==> src/rtl/dpot_pkg.sv <==
`timescale 1ns/1ps
package dpot_pkg;
  typedef enum logic [1:0] {
    SEQ_DOWN = 2'd0,
    SEQ_IDLE = 2'd1,
    SEQ_PROG = 2'd2
  } seq_state_e;
endpackage

==> src/rtl/dpot_seq.sv <==
`timescale 1ns/1ps
// Power / programming sequencer: recall on supply good, timed retained write.
module dpot_seq #(
  parameter int NV_CYCLES = 64
) (
  input  logic clk,
  input  logic rst_n,
  input  logic supply_ok,
  input  logic arm,
  input  logic stop,
  input  logic abort,
  output logic busy,
  output logic recall,
  output logic prog_done,
  output logic prog_active,
  output logic pending
);
  import dpot_pkg::*;
  localparam int CW = (NV_CYCLES > 2) ? $clog2(NV_CYCLES) : 1;

  seq_state_e     state_q, state_d;
  logic [CW-1:0]  cnt_q, cnt_d;
  logic           pend_q, pend_d;
  logic           cnt_en;

  always_comb begin
    state_d   = state_q;
    cnt_d     = cnt_q;
    pend_d    = pend_q;
    recall    = 1'b0;
    prog_done = 1'b0;
    case (state_q)
      SEQ_DOWN: begin
        pend_d = 1'b0;
        if (supply_ok) begin
          state_d = SEQ_IDLE;
          recall  = 1'b1;
        end
      end
      SEQ_IDLE: begin
        if (abort)    pend_d = 1'b0;
        else if (arm) pend_d = 1'b1;
        if (stop && pend_q) begin
          state_d = SEQ_PROG;
          cnt_d   = CW'(NV_CYCLES - 1);
        end
      end
      SEQ_PROG: begin
        if (cnt_q == '0) begin
          state_d   = SEQ_IDLE;
          prog_done = 1'b1;
          pend_d    = 1'b0;
        end else begin
          cnt_d = cnt_q - 1'b1;
        end
      end
      default: state_d = SEQ_DOWN;
    endcase
    if (!supply_ok) begin
      state_d   = SEQ_DOWN;
      pend_d    = 1'b0;
      recall    = 1'b0;
      prog_done = 1'b0;
    end
  end

  assign cnt_en = (state_d == SEQ_PROG);

  always_ff @(posedge clk or negedge rst_n) begin
    if (!rst_n) begin
      state_q <= SEQ_DOWN;
      pend_q  <= 1'b0;
    end else begin
      state_q <= state_d;
      pend_q  <= pend_d;
    end
  end

  always_ff @(posedge clk or negedge rst_n) begin
    if (!rst_n)      cnt_q <= '0;
    else if (cnt_en) cnt_q <= cnt_d;
  end

  assign busy        = (state_q != SEQ_IDLE);
  assign prog_active = (state_q == SEQ_PROG);
  assign pending     = pend_q;
endmodule

==> src/rtl/dpot_nvmem.sv <==
`timescale 1ns/1ps
// Modelled retained byte array with one pending-write slot.
module dpot_nvmem #(
  parameter int NV_BYTES = 8,
  parameter int DW       = 8,
  parameter int N_IVR    = 4,
  parameter logic [DW-1:0] FACTORY = 8'h80,
  localparam int AW = $clog2(NV_BYTES)
) (
  input  logic                   clk,
  input  logic                   rst_n,
  input  logic                   arm,
  input  logic [AW-1:0]          arm_addr,
  input  logic [DW-1:0]          arm_data,
  input  logic                   commit,
  output logic [NV_BYTES*DW-1:0] nv_flat
);
  logic [AW-1:0] pa_q;
  logic [DW-1:0] pd_q;

  always_ff @(posedge clk or negedge rst_n) begin
    if (!rst_n) begin
      pa_q <= '0;
      pd_q <= '0;
    end else if (arm) begin
      pa_q <= arm_addr;
      pd_q <= arm_data;
    end
  end

  for (genvar g = 0; g < NV_BYTES; g++) begin : g_cell
    logic [DW-1:0] cell_q;
    logic          cell_we;
    assign cell_we = commit && (pa_q == AW'(g));
    always_ff @(posedge clk or negedge rst_n) begin
      if (!rst_n)       cell_q <= (g < N_IVR) ? FACTORY : '0;
      else if (cell_we) cell_q <= pd_q;
    end
    assign nv_flat[g*DW +: DW] = cell_q;
  end
endmodule

==> src/rtl/dpot_wipers.sv <==
`timescale 1ns/1ps
// Bank of live wiper registers: mid-scale hold, recall, direct write.
module dpot_wipers #(
  parameter int N  = 4,
  parameter int DW = 8,
  parameter logic [DW-1:0] MID = 8'h80
) (
  input  logic            clk,
  input  logic            rst_n,
  input  logic            hold_mid,
  input  logic            recall,
  input  logic [N*DW-1:0] ivr_flat,
  input  logic [N-1:0]    wr_en,
  input  logic [DW-1:0]   wr_data,
  output logic [N*DW-1:0] wiper_flat
);
  for (genvar i = 0; i < N; i++) begin : g_wiper
    logic [DW-1:0] w_q, w_d;
    logic          w_en;
    always_comb begin
      w_en = hold_mid || recall || wr_en[i];
      if (hold_mid)    w_d = MID;
      else if (recall) w_d = ivr_flat[i*DW +: DW];
      else             w_d = wr_data;
    end
    always_ff @(posedge clk or negedge rst_n) begin
      if (!rst_n)    w_q <= MID;
      else if (w_en) w_q <= w_d;
    end
    assign wiper_flat[i*DW +: DW] = w_q;
  end
endmodule

==> src/rtl/dpot_regfile.sv <==
`timescale 1ns/1ps
module dpot_regfile #(
  parameter int N_WIPER   = 4,
  parameter int DW        = 8,
  parameter int NV_BYTES  = 8,
  parameter int ADDR_W    = 4,
  parameter int NV_CYCLES = 64
) (
  input  logic                  clk,
  input  logic                  rst_n,
  input  logic                  supply_ok,
  input  logic                  req_valid,
  input  logic                  req_write,
  input  logic [ADDR_W-1:0]     req_addr,
  input  logic [DW-1:0]         req_wdata,
  input  logic                  bus_stop,
  input  logic                  bus_abort,
  output logic [DW-1:0]         rd_data,
  output logic                  busy,
  output logic [N_WIPER*DW-1:0] wiper_codes
);
  localparam int NV_AW = $clog2(NV_BYTES);
  localparam int WI_AW = $clog2(N_WIPER);
  localparam logic [ADDR_W-1:0] A_GP  = ADDR_W'(N_WIPER);
  localparam logic [ADDR_W-1:0] A_RSV = ADDR_W'(NV_BYTES - 1);
  localparam logic [ADDR_W-1:0] A_STR = ADDR_W'(NV_BYTES);
  localparam logic [DW-1:0] STEER_BOTH = '0;
  localparam logic [DW-1:0] STEER_VOL  = DW'(1) << (DW - 1);

  logic [NV_BYTES*DW-1:0] nv_flat;
  logic [DW-1:0]          nv [NV_BYTES];
  logic [DW-1:0]          wip [N_WIPER];
  logic [N_WIPER-1:0]     wip_we;
  logic [DW-1:0]          acr_q, acr_d, rd_q, rd_d;
  logic acc_wr, acc_rd, vol_only, is_wiper, is_gp, is_rsv, is_str;
  logic arm, acr_we, recall, prog_done, prog_active, nv_pending;

  assign acc_wr   = req_valid && !busy &&  req_write;
  assign acc_rd   = req_valid && !busy && !req_write;
  assign vol_only = (acr_q == STEER_VOL);
  assign is_wiper = (req_addr < A_GP);
  assign is_gp    = (req_addr >= A_GP) && (req_addr < A_RSV);
  assign is_rsv   = (req_addr == A_RSV);
  assign is_str   = (req_addr == A_STR);
  assign arm      = acc_wr && !vol_only && (is_wiper || is_gp);
  assign acr_we   = acc_wr && is_str && (req_wdata == STEER_BOTH || req_wdata == STEER_VOL);

  for (genvar i = 0; i < N_WIPER; i++) begin : g_wdec
    assign wip_we[i] = acc_wr && (req_addr == ADDR_W'(i));
    assign wip[i]    = wiper_codes[i*DW +: DW];
  end
  for (genvar b = 0; b < NV_BYTES; b++) begin : g_nv
    assign nv[b] = nv_flat[b*DW +: DW];
  end

  dpot_seq #(.NV_CYCLES(NV_CYCLES)) u_seq (
    .clk(clk), .rst_n(rst_n), .supply_ok(supply_ok), .arm(arm),
    .stop(bus_stop), .abort(bus_abort), .busy(busy), .recall(recall),
    .prog_done(prog_done), .prog_active(prog_active), .pending(nv_pending)
  );

  dpot_nvmem #(.NV_BYTES(NV_BYTES), .DW(DW), .N_IVR(N_WIPER), .FACTORY(STEER_VOL)) u_nv (
    .clk(clk), .rst_n(rst_n), .arm(arm), .arm_addr(req_addr[NV_AW-1:0]),
    .arm_data(req_wdata), .commit(prog_done), .nv_flat(nv_flat)
  );

  dpot_wipers #(.N(N_WIPER), .DW(DW), .MID(STEER_VOL)) u_wip (
    .clk(clk), .rst_n(rst_n), .hold_mid(!supply_ok), .recall(recall),
    .ivr_flat(nv_flat[N_WIPER*DW-1:0]), .wr_en(wip_we), .wr_data(req_wdata),
    .wiper_flat(wiper_codes)
  );

  // steering byte
  always_comb begin
    acr_d = acr_q;
    if (!supply_ok)  acr_d = STEER_BOTH;
    else if (acr_we) acr_d = req_wdata;
  end
  always_ff @(posedge clk or negedge rst_n) begin
    if (!rst_n) acr_q <= STEER_BOTH;
    else        acr_q <= acr_d;
  end

  // read path
  always_comb begin
    rd_d = '0;
    if (is_wiper)    rd_d = vol_only ? wip[req_addr[WI_AW-1:0]] : nv[req_addr[NV_AW-1:0]];
    else if (is_gp)  rd_d = vol_only ? '0 : nv[req_addr[NV_AW-1:0]];
    else if (is_rsv) rd_d = nv[req_addr[NV_AW-1:0]];
    else if (is_str) rd_d = acr_q;
  end
  always_ff @(posedge clk or negedge rst_n) begin
    if (!rst_n)      rd_q <= '0;
    else if (acc_rd) rd_q <= rd_d;
  end
  assign rd_data = rd_q;
endmodule

==> config.mk <==
export PLATFORM = sky130hd
export DESIGN_NAME = dpot_regfile
export DESIGN_NICKNAME = d
export VERILOG_FILES = /design/src/rtl/dpot_pkg.sv /design/src/rtl/dpot_seq.sv /design/src/rtl/dpot_nvmem.sv /design/src/rtl/dpot_wipers.sv /design/src/rtl/dpot_regfile.sv
export SDC_FILE = /design/constraint.sdc
export NUM_CORES = 1
export LEC_CHECK = 0
export BUFFER_PORTS_ARGS = -buffer_cell sky130_fd_sc_hd__buf_4
export CORE_MARGIN = 5
export CORE_UTILIZATION = 25
export CTS_BUF_LIST = sky130_fd_sc_hd__clkbuf_4
export DETAILED_ROUTE_END_ITERATION = 16
export GPL_ROUTABILITY_DRIVEN = 0
export GPL_TIMING_DRIVEN = 0
export PLACE_DENSITY = 0.43
export SKIP_LAST_GASP = 1
export SLEW_MARGIN = 15
export SYNTH_ARGS = -nofsm -noshare
export SYNTH_HDL_FRONTEND = slang
export SYNTH_SLANG_ARGS = --single-unit
==> constraint.sdc <==
create_clock -name clk -period 3.4 [get_ports clk]
set_clock_uncertainty 0.15 [all_clocks]
set_input_delay 0.17 -clock clk [delete_from_list [all_inputs] [get_ports clk]]
set_output_delay 0.17 -clock clk [all_outputs]
set_load 0.05 [all_outputs]
==> impl_metrics.json <==
{
  "status": "completed",
  "grt_pass1_vias": 5338,
  "rsz0062_at_grt": "no",
  "finalSetupViolCount": 0,
  "cp_top_family": "buffers and inverters",
  "start_kind": "flop",
  "layout_min_cycle_time_ns": 3.27,
  "postSynthAreaPerCell_um2": 10.7,
  "path_cells": "inv_1 -> ha_1 -> clkbuf_1 -> and3_1 -> nand2_1 -> nor3_1 -> clkbuf_1 -> mux2_2",
  "track_usage_pct": 14.2,
  "io_pins": 60,
  "slowest_delay_ns": 0.64,
  "drive_gt1_share_pct": 28.2,
  "vdd_drop_max_uv": 174,
  "critPathKind": "reg -> reg",
  "grt_start_max_net_pins": 87,
  "fin_setup_tns_ns": 0,
  "syn_to_final_growth_pct": 21.0,
  "finalPower_mw": 3.79,
  "synth_edf_count": 0,
  "core_mm2": 0.0261,
  "cp.buffers_inverters": 3,
  "root_buffer": "clkbuf_4",
  "synth_fp_nets": 647,
  "yosysWarnings": 0,
  "worstMarginPinSlew_ns": 0.863,
  "cts_buffer_depth": 2,
  "row_count": 59,
  "ys.flop_type": "dfrtp_1",
  "cts_setup_buffers": 0,
  "drtIter0Drc": 341,
  "htree_levels": 4,
  "leakagePower_nw": 3.72,
  "power_density_mw_per_mm2": 471,
  "cts_buffers": 17,
  "port_buffers": 55,
  "hold_viol": 0,
  "crit_required_ns": 3.69,
  "max-slew-margin-rel_pct": 42.5,
  "fin_nets": 739,
  "fin_cells": 1064,
  "place_hpwl_um": 15900,
  "dp.cells": 1014,
  "crit_fanout": 10,
  "antenna_found_initial": 1,
  "via_per_inst": 4.83,
  "seq_area_frac_synth_pct": 49.8,
  "drc": 0,
  "tritoncts": "done",
  "cts.sinks": 132,
  "cts-resized-gates": 0,
  "ys_types": 57,
  "slew_viol_final": 0,
  "wl_per_cell_um": 19.8,
  "setup.worst_path.end_class": "flop",
  "netlist_area_mm2": 0.00665,
  "clkTransAtPathRegs_ns": 0.11,
  "async_flop_share_pct": 100,
  "start_util_pct": 25.5,
  "drtAntennaViolNets": 0,
  "ys_seq_elements": 132,
  "cp_slowest_cell": "clkbuf_1",
  "wirelength_um": 21100,
  "arrival_ns": 3.55,
  "cp_common_cell": "clkbuf_1",
  "fp.dieW_um": 173,
  "hold_class": "in -> reg",
  "dieArea_mm2": 0.0300,
  "max_freq_ghz": 0.306,
  "die_height_um": 173,
  "grt_pass1_wl_um": 33100,
  "postCtsHoldBufs": 17,
  "drv_cap": 0,
  "grt_overflow": 0,
  "dr.pass1.iters": 4,
  "fin_crit_sh_pct": 96.1,
  "syn_inst": 623,
  "num_vias": 5134,
  "clkLatencyLatePin_ns": 0.55
}
cell usage after synthesis, types with 8 or more instances:
| cell | number | area share (%) |
|---|---|---|
| nand2_1 | 130 | 7.3 |
| a211oi_1 | 12 | 1.4 |
| o21ai_0 | 37 | 2.8 |
| clkbuf_1 | 27 | 1.5 |
| a21oi_1 | 29 | 2.2 |
| mux2i_1 | 8 | 1.2 |
| mux2_2 | 76 | 13 |
| and3_1 | 8 | 0.75 |
| nor3_1 | 9 | 0.68 |
| nor2_1 | 19 | 1.1 |
| nand2b_1 | 14 | 1.3 |
| inv_1 | 15 | 0.85 |
| dfstp_2 | 8 | 3.2 |
| mux4_2 | 15 | 5.1 |
| dfrtp_1 | 124 | 47 |
per-stage QoR:
stage	setup slack [ns]	hold slack (ns)	area [um^2]	util [%]
final	0.133	0.0883	8050	30.8
after detailed placement	0.188	-0.0553	7520	28.8
after global routing	0.00880	0.0805	8050	30.8
after floorplan	0.851	-0.276	6650	-
after CTS	0.163	0.0421	8050	30.8
after global placement	0.242	0.288	7490	28.6
worst min-delay path, cell delays in order:
cell	delay [ns]
clkbuf_1	0.21
a21oi_1	0.20
a32o_1	0.17
cells by family (layout without fill, tap and decap cells):
group | count (synthesis) | count (layout) | synth area share [%]
and+or+nand+nor | 226 | 226 | 16.8
AOI/OAI and AO/OA | 108 | 108 | 9.87
DFF | 132 | 132 | 49.8
other | 0 | 1 | 0
muxes | 102 | 102 | 19.7
buffers and inverters | 50 | 155 | 2.97
adders and majority gates | 5 | 5 | 0.940
where the power goes:
| part | switching (mW) | total [mW] | internal [mW] |
|---|---|---|---|
| clock | 0.616 | 1.28 | 0.662 |
| sequential | 0.159 | 1.84 | 1.68 |
| combinational | 0.442 | 0.677 | 0.235 |
| total | 1.22 | 3.79 | 2.58 |
flip-flops by register name, summed over array words and instances, names as in the netlist:
name,count
u_wip.g_wiper.w_q,32
rd_data,8
u_nv.g_cell.cell_q,64
u_nv.pd_q,8
u_seq.cnt_q,6
u_seq.pending,1
acr_q,8
u_nv.pa_q,3
u_seq.state_q,2
layer usage:
layer	up-vias	GRT usage, %	part of all wire [%]
met4	0	5.92	2.9
met3	20	3.19	4.7
met1	2574	19.1	45
met5	-	0	0
li1	2411	-	-
met2	129	22.2	47
placed cells by master, fill, tap and decap left out, types with 3 or more instances in the layout:
cell type and instances:
and3_1 8, buf_4 55, ha_1 5, clkbuf_4 18, mux2_1 3, a221oi_1 4
buf_2 5, mux2_2 76, mux2i_1 8, dfrtp_1 124, a211oi_1 12, o22ai_1 4
inv_1 15, nor3_1 9, and2_1 3, a21oi_1 29, a31oi_1 7, mux4_2 15
dlygate4sd3_1 16, nor2b_1 5, nand2_1 130, dfstp_2 8, nor2_1 19, or3_1 5
clkbuf_1 27, bufinv_16 5, nand3b_1 3, nand3_1 7, clkinv_4 3, clkinv_2 3
o21ai_0 37, nand2b_1 14
worst paths after layout:
kind                                                      from                             endpoint  slack, ns  cells past startpoint
setup / recovery                    u_seq.state_q[1]$_DFF_PN0_             u_nv.pd_q[5]$_DFFE_PN0P_       0.13                      8
hold / removal                                     req_addr[3]               rd_data[3]$_DFFE_PN0P_       0.09                      3
setup reg to reg                    u_seq.state_q[1]$_DFF_PN0_             u_nv.pd_q[5]$_DFFE_PN0P_       0.13                      8
hold reg to reg            u_wip.g_wiper[0].w_q[7]$_DFFE_PN1P_  u_wip.g_wiper[0].w_q[7]$_DFFE_PN1P_       0.34                      2
max in group asynchronous                                rst_n  u_wip.g_wiper[3].w_q[7]$_DFFE_PN1P_       2.09                      4
min in group asynchronous                                rst_n           u_seq.cnt_q[1]$_DFFE_PN0P_       0.54                      4
final cells by class:
cell class,count,area [um^2]
clock buffers,18,135
multi-input cells,441,3140
repair buffers,73,636
inverters,15,56.3
well taps,335,419
clock inverters,14,208
plain buffers,35,141
diodes,1,2.50
fillers,2744,18100
flip-flops and latches,132,3310
Power figures use the tool's default switching activity.
